`src/rtl/cfg_claim_pkg.sv`:
```
package cfg_claim_pkg;

    localparam int CMD_W = 4;

    localparam logic [CMD_W-1:0] CMD_CFG_READ  = 4'b1010;
    localparam logic [CMD_W-1:0] CMD_CFG_WRITE = 4'b1011;

    typedef enum logic [0:0] {
        ST_IDLE    = 1'b0,
        ST_CLAIMED = 1'b1
    } claim_state_t;

endpackage

```
`src/rtl/cfg_strap_latch.sv`:
```
module cfg_strap_latch (
    input  logic clk,
    input  logic rst_n,
    input  logic strap_in,
    output logic mode_dedicated
);

    // Follows the strap pin for as long as reset is held, then freezes.
    always_ff @(posedge clk) begin
        if (!rst_n) begin
            mode_dedicated <= strap_in;
        end
    end

    // the latched mode never moves outside reset
    a_r6_mode_frozen: assert property (@(posedge clk) disable iff (!rst_n)
        $past(rst_n) |-> $stable(mode_dedicated));

endmodule

```
`src/rtl/cfg_addr_decode.sv`:
```
module cfg_addr_decode
    import cfg_claim_pkg::*;
#(
    parameter int ADDR_W   = 32,
    parameter int SEL_BIT  = 16,
    parameter int FUNC_LSB = 8,
    parameter int FUNC_W   = 3,
    parameter int REG_LSB  = 2,
    parameter int REG_W    = 6
) (
    input  logic              mode_dedicated,
    input  logic              ext_sel,
    input  logic              hdr_multi,
    input  logic              addr_valid,
    input  logic [CMD_W-1:0]  cmd,
    input  logic [ADDR_W-1:0] addr,
    output logic              hit,
    output logic [FUNC_W-1:0] func_dec,
    output logic [REG_W-1:0]  reg_dec,
    output logic              wr_dec
);

    localparam int ALIGN_W = REG_LSB;

    logic is_cfg_cmd;
    logic aligned;
    logic selected;
    logic func_ok;
    logic unused_addr;

    assign unused_addr = ^addr;

    always_comb begin
        is_cfg_cmd = (cmd == CMD_CFG_READ) || (cmd == CMD_CFG_WRITE);
        aligned    = (addr[ALIGN_W-1:0] == '0);
        selected   = mode_dedicated ? addr[SEL_BIT] : ext_sel;
        func_dec   = addr[FUNC_LSB +: FUNC_W];
        func_ok    = hdr_multi || (func_dec == '0);
        reg_dec    = addr[REG_LSB +: REG_W];
        wr_dec     = cmd[0];
        hit        = addr_valid && is_cfg_cmd && aligned && selected && func_ok;
    end

endmodule

```
`src/rtl/cfg_claim_fsm.sv`:
```
module cfg_claim_fsm
    import cfg_claim_pkg::*;
#(
    parameter int FUNC_W = 3,
    parameter int REG_W  = 6
) (
    input  logic              clk,
    input  logic              rst_n,
    input  logic              hit,
    input  logic [FUNC_W-1:0] func_dec,
    input  logic [REG_W-1:0]  reg_dec,
    input  logic              wr_dec,
    input  logic              data_done,
    output logic              dev_sel_n,
    output logic [FUNC_W-1:0] func_num,
    output logic [REG_W-1:0]  reg_idx,
    output logic              cfg_wr
);

    claim_state_t state_q;
    claim_state_t state_d;
    logic         take_claim;

    // state register
    always_ff @(posedge clk) begin
        if (!rst_n) begin
            state_q <= ST_IDLE;
        end else begin
            state_q <= state_d;
        end
    end

    // transitions
    always_comb begin
        state_d    = state_q;
        take_claim = 1'b0;
        unique case (state_q)
            ST_IDLE: begin
                if (hit) begin
                    state_d    = ST_CLAIMED;
                    take_claim = 1'b1;
                end
            end
            ST_CLAIMED: begin
                if (data_done) begin
                    state_d = ST_IDLE;
                end
            end
            default: state_d = ST_IDLE;
        endcase
    end

    // outputs
    always_ff @(posedge clk) begin
        if (!rst_n) begin
            func_num <= '0;
            reg_idx  <= '0;
            cfg_wr   <= 1'b0;
        end else if (take_claim) begin
            func_num <= func_dec;
            reg_idx  <= reg_dec;
            cfg_wr   <= wr_dec;
        end
    end

    assign dev_sel_n = (state_q != ST_CLAIMED);

    // a hit while idle turns into a claim on the next clock
    a_r9_claim_after_hit: assert property (@(posedge clk) disable iff (!rst_n)
        (state_q == ST_IDLE && hit) |=> !dev_sel_n);

    // a claim is held until the data phase completes
    a_r9_hold_until_done: assert property (@(posedge clk) disable iff (!rst_n)
        (!dev_sel_n && !data_done) |=> !dev_sel_n);

    // completion releases the select
    a_r9_release_on_done: assert property (@(posedge clk) disable iff (!rst_n)
        (!dev_sel_n && data_done) |=> dev_sel_n);

    // claim fields do not move while a claim is in progress
    a_r11_fields_held: assert property (@(posedge clk) disable iff (!rst_n)
        (!dev_sel_n && !data_done) |=>
            ($stable(func_num) && $stable(reg_idx) && $stable(cfg_wr)));

endmodule

```
`src/rtl/cfg_claim_decoder.sv`:
```
module cfg_claim_decoder
    import cfg_claim_pkg::*;
#(
    parameter int ADDR_W   = 32,
    parameter int SEL_BIT  = 16,
    parameter int FUNC_LSB = 8,
    parameter int FUNC_W   = 3,
    parameter int REG_LSB  = 2,
    parameter int REG_W    = 6
) (
    input  logic              clk,
    input  logic              rst_n,
    input  logic              strap_dedicated,
    input  logic              ext_sel,
    input  logic              hdr_multi,
    input  logic              addr_valid,
    input  logic [3:0]        cmd,
    input  logic [ADDR_W-1:0] addr,
    input  logic              data_done,
    output logic              dev_sel_n,
    output logic [FUNC_W-1:0] func_num,
    output logic [REG_W-1:0]  reg_idx,
    output logic              cfg_wr
);

    logic              mode_dedicated;
    logic              hit;
    logic [FUNC_W-1:0] func_dec;
    logic [REG_W-1:0]  reg_dec;
    logic              wr_dec;

    cfg_strap_latch u_strap (
        .clk            (clk),
        .rst_n          (rst_n),
        .strap_in       (strap_dedicated),
        .mode_dedicated (mode_dedicated)
    );

    cfg_addr_decode #(
        .ADDR_W   (ADDR_W),
        .SEL_BIT  (SEL_BIT),
        .FUNC_LSB (FUNC_LSB),
        .FUNC_W   (FUNC_W),
        .REG_LSB  (REG_LSB),
        .REG_W    (REG_W)
    ) u_decode (
        .mode_dedicated (mode_dedicated),
        .ext_sel        (ext_sel),
        .hdr_multi      (hdr_multi),
        .addr_valid     (addr_valid),
        .cmd            (cmd),
        .addr           (addr),
        .hit            (hit),
        .func_dec       (func_dec),
        .reg_dec        (reg_dec),
        .wr_dec         (wr_dec)
    );

    cfg_claim_fsm #(
        .FUNC_W (FUNC_W),
        .REG_W  (REG_W)
    ) u_fsm (
        .clk       (clk),
        .rst_n     (rst_n),
        .hit       (hit),
        .func_dec  (func_dec),
        .reg_dec   (reg_dec),
        .wr_dec    (wr_dec),
        .data_done (data_done),
        .dev_sel_n (dev_sel_n),
        .func_num  (func_num),
        .reg_idx   (reg_idx),
        .cfg_wr    (cfg_wr)
    );

    // a single-function device only ever reports function zero while claimed
    a_r7_single_func_zero: assert property (@(posedge clk) disable iff (!rst_n)
        (!dev_sel_n && !hdr_multi && $past(dev_sel_n)) |-> (func_num == '0));

    // no claim starts from a non-configuration command
    a_r2_cfg_cmd_only: assert property (@(posedge clk) disable iff (!rst_n)
        (dev_sel_n && addr_valid && (cmd[3:1] != 3'b101)) |=> dev_sel_n);

    // no claim starts from an unaligned address
    a_r3_aligned_only: assert property (@(posedge clk) disable iff (!rst_n)
        (dev_sel_n && addr_valid && (addr[1:0] != 2'b00)) |=> dev_sel_n);

endmodule

```
`config.mk`:
```
export PLATFORM = sky130hd
export DESIGN_NAME = cfg_claim_decoder
export DESIGN_NICKNAME = d
export VERILOG_FILES = /design/src/rtl/cfg_claim_pkg.sv /design/src/rtl/cfg_strap_latch.sv /design/src/rtl/cfg_addr_decode.sv /design/src/rtl/cfg_claim_fsm.sv /design/src/rtl/cfg_claim_decoder.sv
export SDC_FILE = /design/constraint.sdc
export NUM_CORES = 1
export LEC_CHECK = 0
export BUFFER_PORTS_ARGS = -buffer_cell sky130_fd_sc_hd__buf_2
export CAP_MARGIN = 20
export CORE_MARGIN = 2
export CORE_UTILIZATION = 33
export DETAILED_ROUTE_END_ITERATION = 8
export PLACE_DENSITY = 0.76
export SYNTH_ARGS = -nofsm -noshare
export SYNTH_HDL_FRONTEND = slang
export SYNTH_SLANG_ARGS = --single-unit
```
`constraint.sdc`:
```
create_clock -name clk -period 1.8 [get_ports clk]
set_input_delay 0.27 -clock clk [delete_from_list [all_inputs] [get_ports clk]]
set_output_delay 0.27 -clock clk [all_outputs]
set_load 0.1 [all_outputs]
```
==> Word level (Yosys, flattened, before mapping) <==
Cells that the tools add are included.
{ "classes": {"n_addsub": 0, "mul": 0, "div": 0, "n_lt_le_gt_ge": 0, "n_eq_ne": 2, "n_shift": 0, "mux": 5, "n_bitwise": 1, "reduce_logical": 8} }
{ "ops": {"columns": ["op", "n"], "rows": [
  ["== test 4 bit, second input constant", 2],
  ["logical AND 1 bit", 4],
  ["2-to-1 mux 1 bit", 4],
  ["zero test 3 bit", 1],
  ["zero test 2 bit", 1],
  ["logical OR 1 bit", 2],
  ["case mux 1 bit (2 select lines)", 1],
  ["inverter 1 bit", 1]
]} }
{ "word_totals": {"reg_bits": 12, "latchBits": 0, "mem_bits_rw": 0, "mem_bits_ro": 0, "input_bits": 43, "out_inout_bits": 11, "wordCells": 21, "mem_count": 0} }

==> Depth between registers and ports, before layout <==
Gate-level depths: netlist of the first run.
{ "depth": {"depth_word": 8, "ltp_mapped": 5, "mapped_depth_nobuf": 4} }

==> By module <==
Synthesis of the first run repeated with hierarchy kept, for this count alone.
{ "unflattened": {"hier_cells": 65, "hier_area_um2": 601.8} }
{ "modules_own_cells": {"columns": ["module", "n_inst", "cells_per_inst", "area_each_um2", "seq_area_each_um2"], "rows": [
  ["cfg_claim_fsm", 1, 48, 450.4, 220.2],
  ["cfg_addr_decode", 1, 15, 117.6, 0.0],
  ["cfg_strap_latch", 1, 2, 33.8, 30.0]
]} }

==> Worst setup path before layout of the first run <==
OpenSTA, ideal clock, no wires.
{ "synth_path": {"kind": "register to register", "start": "reg u_strap.mode_dedicated", "end": "reg u_fsm.cfg_wr", "setup_ns": 0.072, "arrival_time_ns": 1.415, "t_required_ns": 1.728, "slack_ns": 0.314, "stages_incl_launch_ff": 6, "n_path_buf": 1, "period_less_slack_ns": 1.486, "path_cell_list": "edfxtp_1 > mux2i_1 > or4_1 > nor3_2 > buf_6 > mux2i_1"} }
{ "synth_between": {"elab_chain_cells": 5} }
{ "synth_rtl": {"columns": ["element", "line_no", "rtl"], "rows": [
  ["start: declaration", "cfg_strap_latch.sv:5", "output logic mode_dedicated"],
  ["start signal: assignment", "cfg_strap_latch.sv:11", "mode_dedicated <= strap_in;"],
  ["2-to-1 mux 1 bit", "cfg_addr_decode.sv:36", "selected = mode_dedicated ? addr[SEL_BIT] : ext_sel;"],
  ["logical AND 1 bit (2 in series)", "cfg_addr_decode.sv:41", "hit = addr_valid && is_cfg_cmd && aligned && selected && func_ok;"],
  ["2-to-1 mux 1 bit", "cfg_claim_fsm.sv:39", "if (hit) begin"],
  ["2-to-1 mux 1 bit", "cfg_claim_fsm.sv:37", "unique case (state_q)"],
  ["end signal: assignment", "cfg_claim_fsm.sv:62", "cfg_wr <= wr_dec;"],
  ["end: declaration", "cfg_claim_fsm.sv:17", "output logic cfg_wr"]
]} }
Every way passes these cells.
A chain may end at the register's enable or synchronous reset.

==> Worst setup path in the final report of the first run <==
{ "layout_path": {"start": "reg u_strap.mode_dedicated", "end": "reg u_fsm.reg_idx[0]"} }
{ "layout_between": {"elab_chain_cells": 5} }
{ "layout_rtl": {"columns": ["element", "line_no", "rtl"], "rows": [
  ["2-to-1 mux 1 bit", "cfg_addr_decode.sv:36", null],
  ["logical AND 1 bit (2 in series)", "cfg_addr_decode.sv:41", null],
  ["2-to-1 mux 1 bit", "cfg_claim_fsm.sv:39", null],
  ["2-to-1 mux 1 bit", "cfg_claim_fsm.sv:37", null],
  ["end signal: assignment", "cfg_claim_fsm.sv:61", "reg_idx <= reg_dec;"],
  ["end: declaration", "cfg_claim_fsm.sv:16", "output logic [REG_W-1:0] reg_idx,"]
]} }
Every way passes these cells.

==> impl_metrics.toml, run 1 <==
[logic_synthesis]
ys_types = 14
avgSynthCellArea_um2 = 9.373
synthCells = 55
ys_warn_count = 0
syn_nets = 98
syn_area_um2 = 515.5
seq_area_frac_synth_pct = 48.54
synth_seq_cells = 12

[cts]
path_clk_slew_ps = 70
cts_setup_buffers = 0
ctsHoldBuffers = 0
cts_resized = 0
cts-root-buf = "clkbuf_4"
cts-buffers-inserted = 3
cts_buffer_depth = 2
clk_latency_ps = 260
cts_tree = "built"
htreeDepth = 1
cts_sinks = 12

[min_path]
hold_path.class = "in2reg"
holdPathEnd = "u_strap.mode_dedicated"
min_from = "strap_dedicated"
hold_depth = 1

[critical_path]
r2r_setup_slack_ps = 220
crit_required_ps = 1990
crit_slowest_cell = "or4_1"
path_class = "reg2reg"
r2r-end = "u_fsm.reg_idx[0]"
rr_worst_depth = 5
cp_max_fo = 11
path_buf_inv = 1
r2r_start = "u_strap.mode_dedicated"
start_kind = "register"
max_stage_delay_ps = 410
crit_top_cell = "mux2i_1"
crit_arrival_ps = 1760
cp_cell_sequence = "mux2i_1, or4_1, nor3_2, buf_4, mux2i_1"
end_kind = "register"
cp_top_family = "simple AND/OR/NAND/NOR gates"

[placed_design]
io_buffers = 33
placed_area_um2 = 689.4
place_congestion = 0.6868
placed_cells = 102
hpwl_um = 821.4

[global_routing]
grt.total_usage_pct = 13.50
antenna_found_initial = 0
grt_pass1_vias = 490
grt_max_degree = 23
grt_overflow = 0
grt_first_pass_wirelength_mm = 1.863

[sta]
worst_pin_slew_ps = 486.5
final.min_clock_period_ps = 1577
clock-skew-final_ps = 4.182
hold_viol = 0
rsz0062_at_grt = "false"
drv_slew = 0
max_freq_mhz = 634.1
finalCritPeriodShare_pct = 87.62
tns_ps = 0
slew_headroom_pct = 67.79
setup_viol = 0

[floorplanning]
rows = 14
die_w_um = 43.53
start_util_pct = 34.62
core_area_um2 = 1489
die_y_um = 43.53
die-area_um2 = 1894
ios = 54

[drt]
drt_iter0_drc = 3
ant_nets = 0
drtPass1Iterations = 3
wl_per_cell_um = 10.25
drc = 0
totalWireLength_mm = 1.087
viasPerCell = 4.594
route.vias.total = 487

[status]
status = "complete, no violations"

[final_layout]
stdcell_area_um2 = 725.7
antenna_cells = 0
nNetsFinal = 134
final_cells = 106
syn2layout_area_growth_pct = 40.78
layout-drive-gt1-share_pct = 44.44

[job]
maxCapViolCount = 0

[power_and_ir_drop]
power_density_nw_per_um2 = 728.8
peakVddDrop_mv = 0.4859
leakage_nw = 0.3403
==> cells by family (layout without fill, tap and decap cells) <==
| kind of cell | count (synthesis) | in the layout | share of synthesized area (%) |
|---|---|---|---|
| and+or+nand+nor | 26 | 26 | 23.54 |
| DFF | 12 | 12 | 48.54 |
| muxes | 11 | 11 | 21.36 |
| buffers and inverters | 5 | 40 | 5.098 |
| AOI/OAI and AO/OA | 1 | 1 | 1.457 |
==> per-layer routing <==
metal / up-vias / share of wire (%) / GRT usage [%]
li1: 250 / - / -
met1: 213 / 42 / 14.43
met2: 22 / 47 / 23.58
met3: 2 / 10 / 2.917
met4: 0 / 0.92 / 9.091
met5: - / 0 / 0
==> Yosys cell counts <==
library cell  number  share of area (%)
mux2i_1           11                 21
nand4b_1           1                1.7
nor3_2             1                1.9
edfxtp_1           1                5.8
nor2_4             1                2.2
dfxtp_1           11                 43
nand2_1           20                 15
nor3_1             1               0.97
buf_6              1                2.2
inv_1              2                1.5
or4_1              1                1.5
o21a_1             1                1.5
clkbuf_1           2                1.5
nor2_1             1               0.73
==> sequential cells by signal, summed over array words and instances (netlist names) <==
name and cells:
u_fsm.cfg_wr 1, u_fsm.func_num 3, u_fsm.reg_idx 6, u_fsm.state_q 1
u_strap.mode_dedicated 1
==> layout make-up <==
class | count | area [µm²]
Timing Repair Buffer | 34 | 172.7
Fill cell | 146 | 763.2
Multi-Input combinational cell | 38 | 239.0
Sequential cell | 12 | 250.2
Tap cell | 16 | 20.02
Inverter | 2 | 7.507
Clock buffer | 4 | 36.28
==> where the power goes <==
part	internal, mW	switching [mW]
Clock	0.123	0.0837
Sequential	0.271	0.00112
Combinational	0.0247	0.0254
Total	0.419	0.110
==> per-stage QoR <==
| step | power (mW) | util, % | worst slack, ps | hold slack (ps) |
|---|---|---|---|---|
| floorplan | 0.3018 | - | 313.6 | 368.9 |
| global placement | 0.3274 | 46.30 | 285.6 | 440.2 |
| detailed placement | 0.3295 | 46.30 | 242.7 | 443.3 |
| CTS | 0.5404 | 48.74 | 199.5 | 181.2 |
| global route | 0.5603 | 48.74 | 112.1 | 169.3 |
| finish | 0.5289 | 48.74 | 222.9 | 191.3 |
==> worst max path at each step <==
| stage | from | end | cells past startpoint | slack, ps |
|---|---|---|---|---|
| 2_1_floorplan | u_strap.mode_dedicated | u_fsm.cfg_wr | 5 | 310 |
| 3_3_place_gp | u_strap.mode_dedicated | u_fsm.func_num[0] | 5 | 290 |
| 3_5_place_dp | u_strap.mode_dedicated | u_fsm.func_num[0] | 5 | 240 |
| 4_1_cts | u_strap.mode_dedicated | u_fsm.reg_idx[0] | 5 | 200 |
| 5_1_grt | u_strap.mode_dedicated | u_fsm.cfg_wr | 5 | 110 |
| 6_report | u_strap.mode_dedicated | u_fsm.reg_idx[0] | 5 | 220 |
==> cell usage in the layout (no fill, tap or decap) <==
cell,n
inv_1,2
nand4b_1,1
o21a_1,1
nand2_1,20
buf_4,1
or4_1,1
nor2_1,1
mux2i_1,11
nor3_2,1
clkbuf_4,3
clkbuf_8,1
dfxtp_1,11
nor2_4,1
nor3_1,1
buf_2,33
edfxtp_1,1
No activity file was read; power rests on OpenSTA's default activity.
==> run 2, diff against run 1 <==
CORE_MARGIN = 1.5   (was 2)
==> run 2 against run 1 <==
Wire length down 5.7%. Highest routed layer is now met3. Non-clock buffer count unchanged. Final cell count unchanged. Clock-buffer cell count unchanged. Critical path depth unchanged. Die area down 4.5%.
==> impl_metrics.toml, run 2 (synthesized netlist as in run 1, its figures left out) <==
[status]
status = "complete, no violations"

[cts]
cts_sinks = 12
ctsHoldBuffers = 0
cts_buffer_depth = 2
path_clk_slew_ps = 80
clk_latency_ps = 260
cts-root-buf = "clkbuf_4"
cts_tree = "built"
cts_resized = 0
cts-buffers-inserted = 3
cts_setup_buffers = 0
htreeDepth = 1

[drt]
totalWireLength_mm = 1.025
route.vias.total = 472
drt_iter0_drc = 4
drc = 0
viasPerCell = 4.453
ant_nets = 0
wl_per_cell_um = 9.670
drtPass1Iterations = 4

[placed_design]
hpwl_um = 783.6
io_buffers = 33
dpl_worst_slack_ps = 212.7
place_congestion = 0.7056

[sta]
worst_slack_ps = 210.0
rsz0062_at_grt = "false"
hold_viol = 0
finalCritPeriodShare_pct = 88.33
worst_pin_slew_ps = 492.3
max_freq_mhz = 628.9
slew_headroom_pct = 67.41
drv_slew = 0
clock-skew-final_ps = 5.579
tns_ps = 0
hold-worst-slack_ps = 177.2
final.min_clock_period_ps = 1590
setup_viol = 0

[global_routing]
grt_overflow = 0
antenna_found_initial = 0
grt_first_pass_wirelength_mm = 1.745
grt_pass1_vias = 452
grt.total_usage_pct = 12.98
grt_max_degree = 23

[floorplanning]
die_w_um = 42.53
start_util_pct = 34.62
rows = 14
core_area_um2 = 1489
die_y_um = 42.53
die-area_um2 = 1808
ios = 54

[critical_path]
rr_worst_depth = 5
cp_max_fo = 11
start_kind = "register"
crit_required_ps = 1990
end_kind = "register"
path_class = "reg2reg"
crit_arrival_ps = 1780
r2r_setup_slack_ps = 210

[final_layout]
nNetsFinal = 134
final_common_cell = "buf_2"
antenna_cells = 0
syn2layout_area_growth_pct = 40.78
final_core_util_pct = 48.74
top_regs = "u_fsm.reg_idx x6, u_fsm.func_num x3"
layout_common_cells = "buf_2, nand2_1, mux2i_1, dfxtp_1, clkbuf_4"
largest_reg_flops = 6
layout-drive-gt1-share_pct = 44.44
regMostFlops = "u_fsm.reg_idx"
fillers = 155

[power_and_ir_drop]
leakage_nw = 0.3403
power.total_uw = 528.6
peakVddDrop_mv = 0.2788
power_density_nw_per_um2 = 728.3

[min_path]
hold_path.class = "in2reg"
hold_depth = 1

[job]
maxCapViolCount = 0
## run 2: cell counts in the layout (fill, tap and decap cells not counted)
No cell type changed its count.
## run 2: stage by stage
stage,instance area (µm²),instances
after detailed placement,689.4,102
after CTS,725.7,106
after global placement,689.4,102
final,725.7,106
after global routing,725.7,106
after floorplan,515.5,55
## run 2: cell type report
cell class	instances	area [µm²]	share of cell area [%]
multi-input cells	38	239.0	32.93
inverters	2	7.507	1.034
flip-flops and latches	12	250.2	34.48
clock buffers	4	36.28	5.000
well taps	16	20.02	2.759
repair buffers	34	172.7	23.79
## run 2: final timing paths
check                                            start                      to
worst max-delay path            u_strap.mode_dedicated        u_fsm.reg_idx[0]
worst min-delay path                   strap_dedicated  u_strap.mode_dedicated
worst max register to register  u_strap.mode_dedicated        u_fsm.reg_idx[0]
worst min register to register        u_fsm.reg_idx[2]        u_fsm.reg_idx[2]
## run 2: worst max-delay path, stage by stage (launching register included)
cell and delay, ps:
edfxtp_1 380, mux2i_1 130, or4_1 430, nor3_2 130, buf_4 250, mux2i_1 200
## run 2: power breakdown
part | leakage, nW | switching, mW | internal (mW)
logic | 0.221 | 0.0250 | 0.0246
registers | 0.0984 | 0.00101 | 0.271
clock network | 0.0210 | 0.0839 | 0.123
total | 0.340 | 0.110 | 0.419
## run 2: metal layers
layer	global-route usage [%]	share of wire, %
met5	0	0
met4	7.500	0
met3	4.310	10
met2	20.00	45
met1	15.61	44
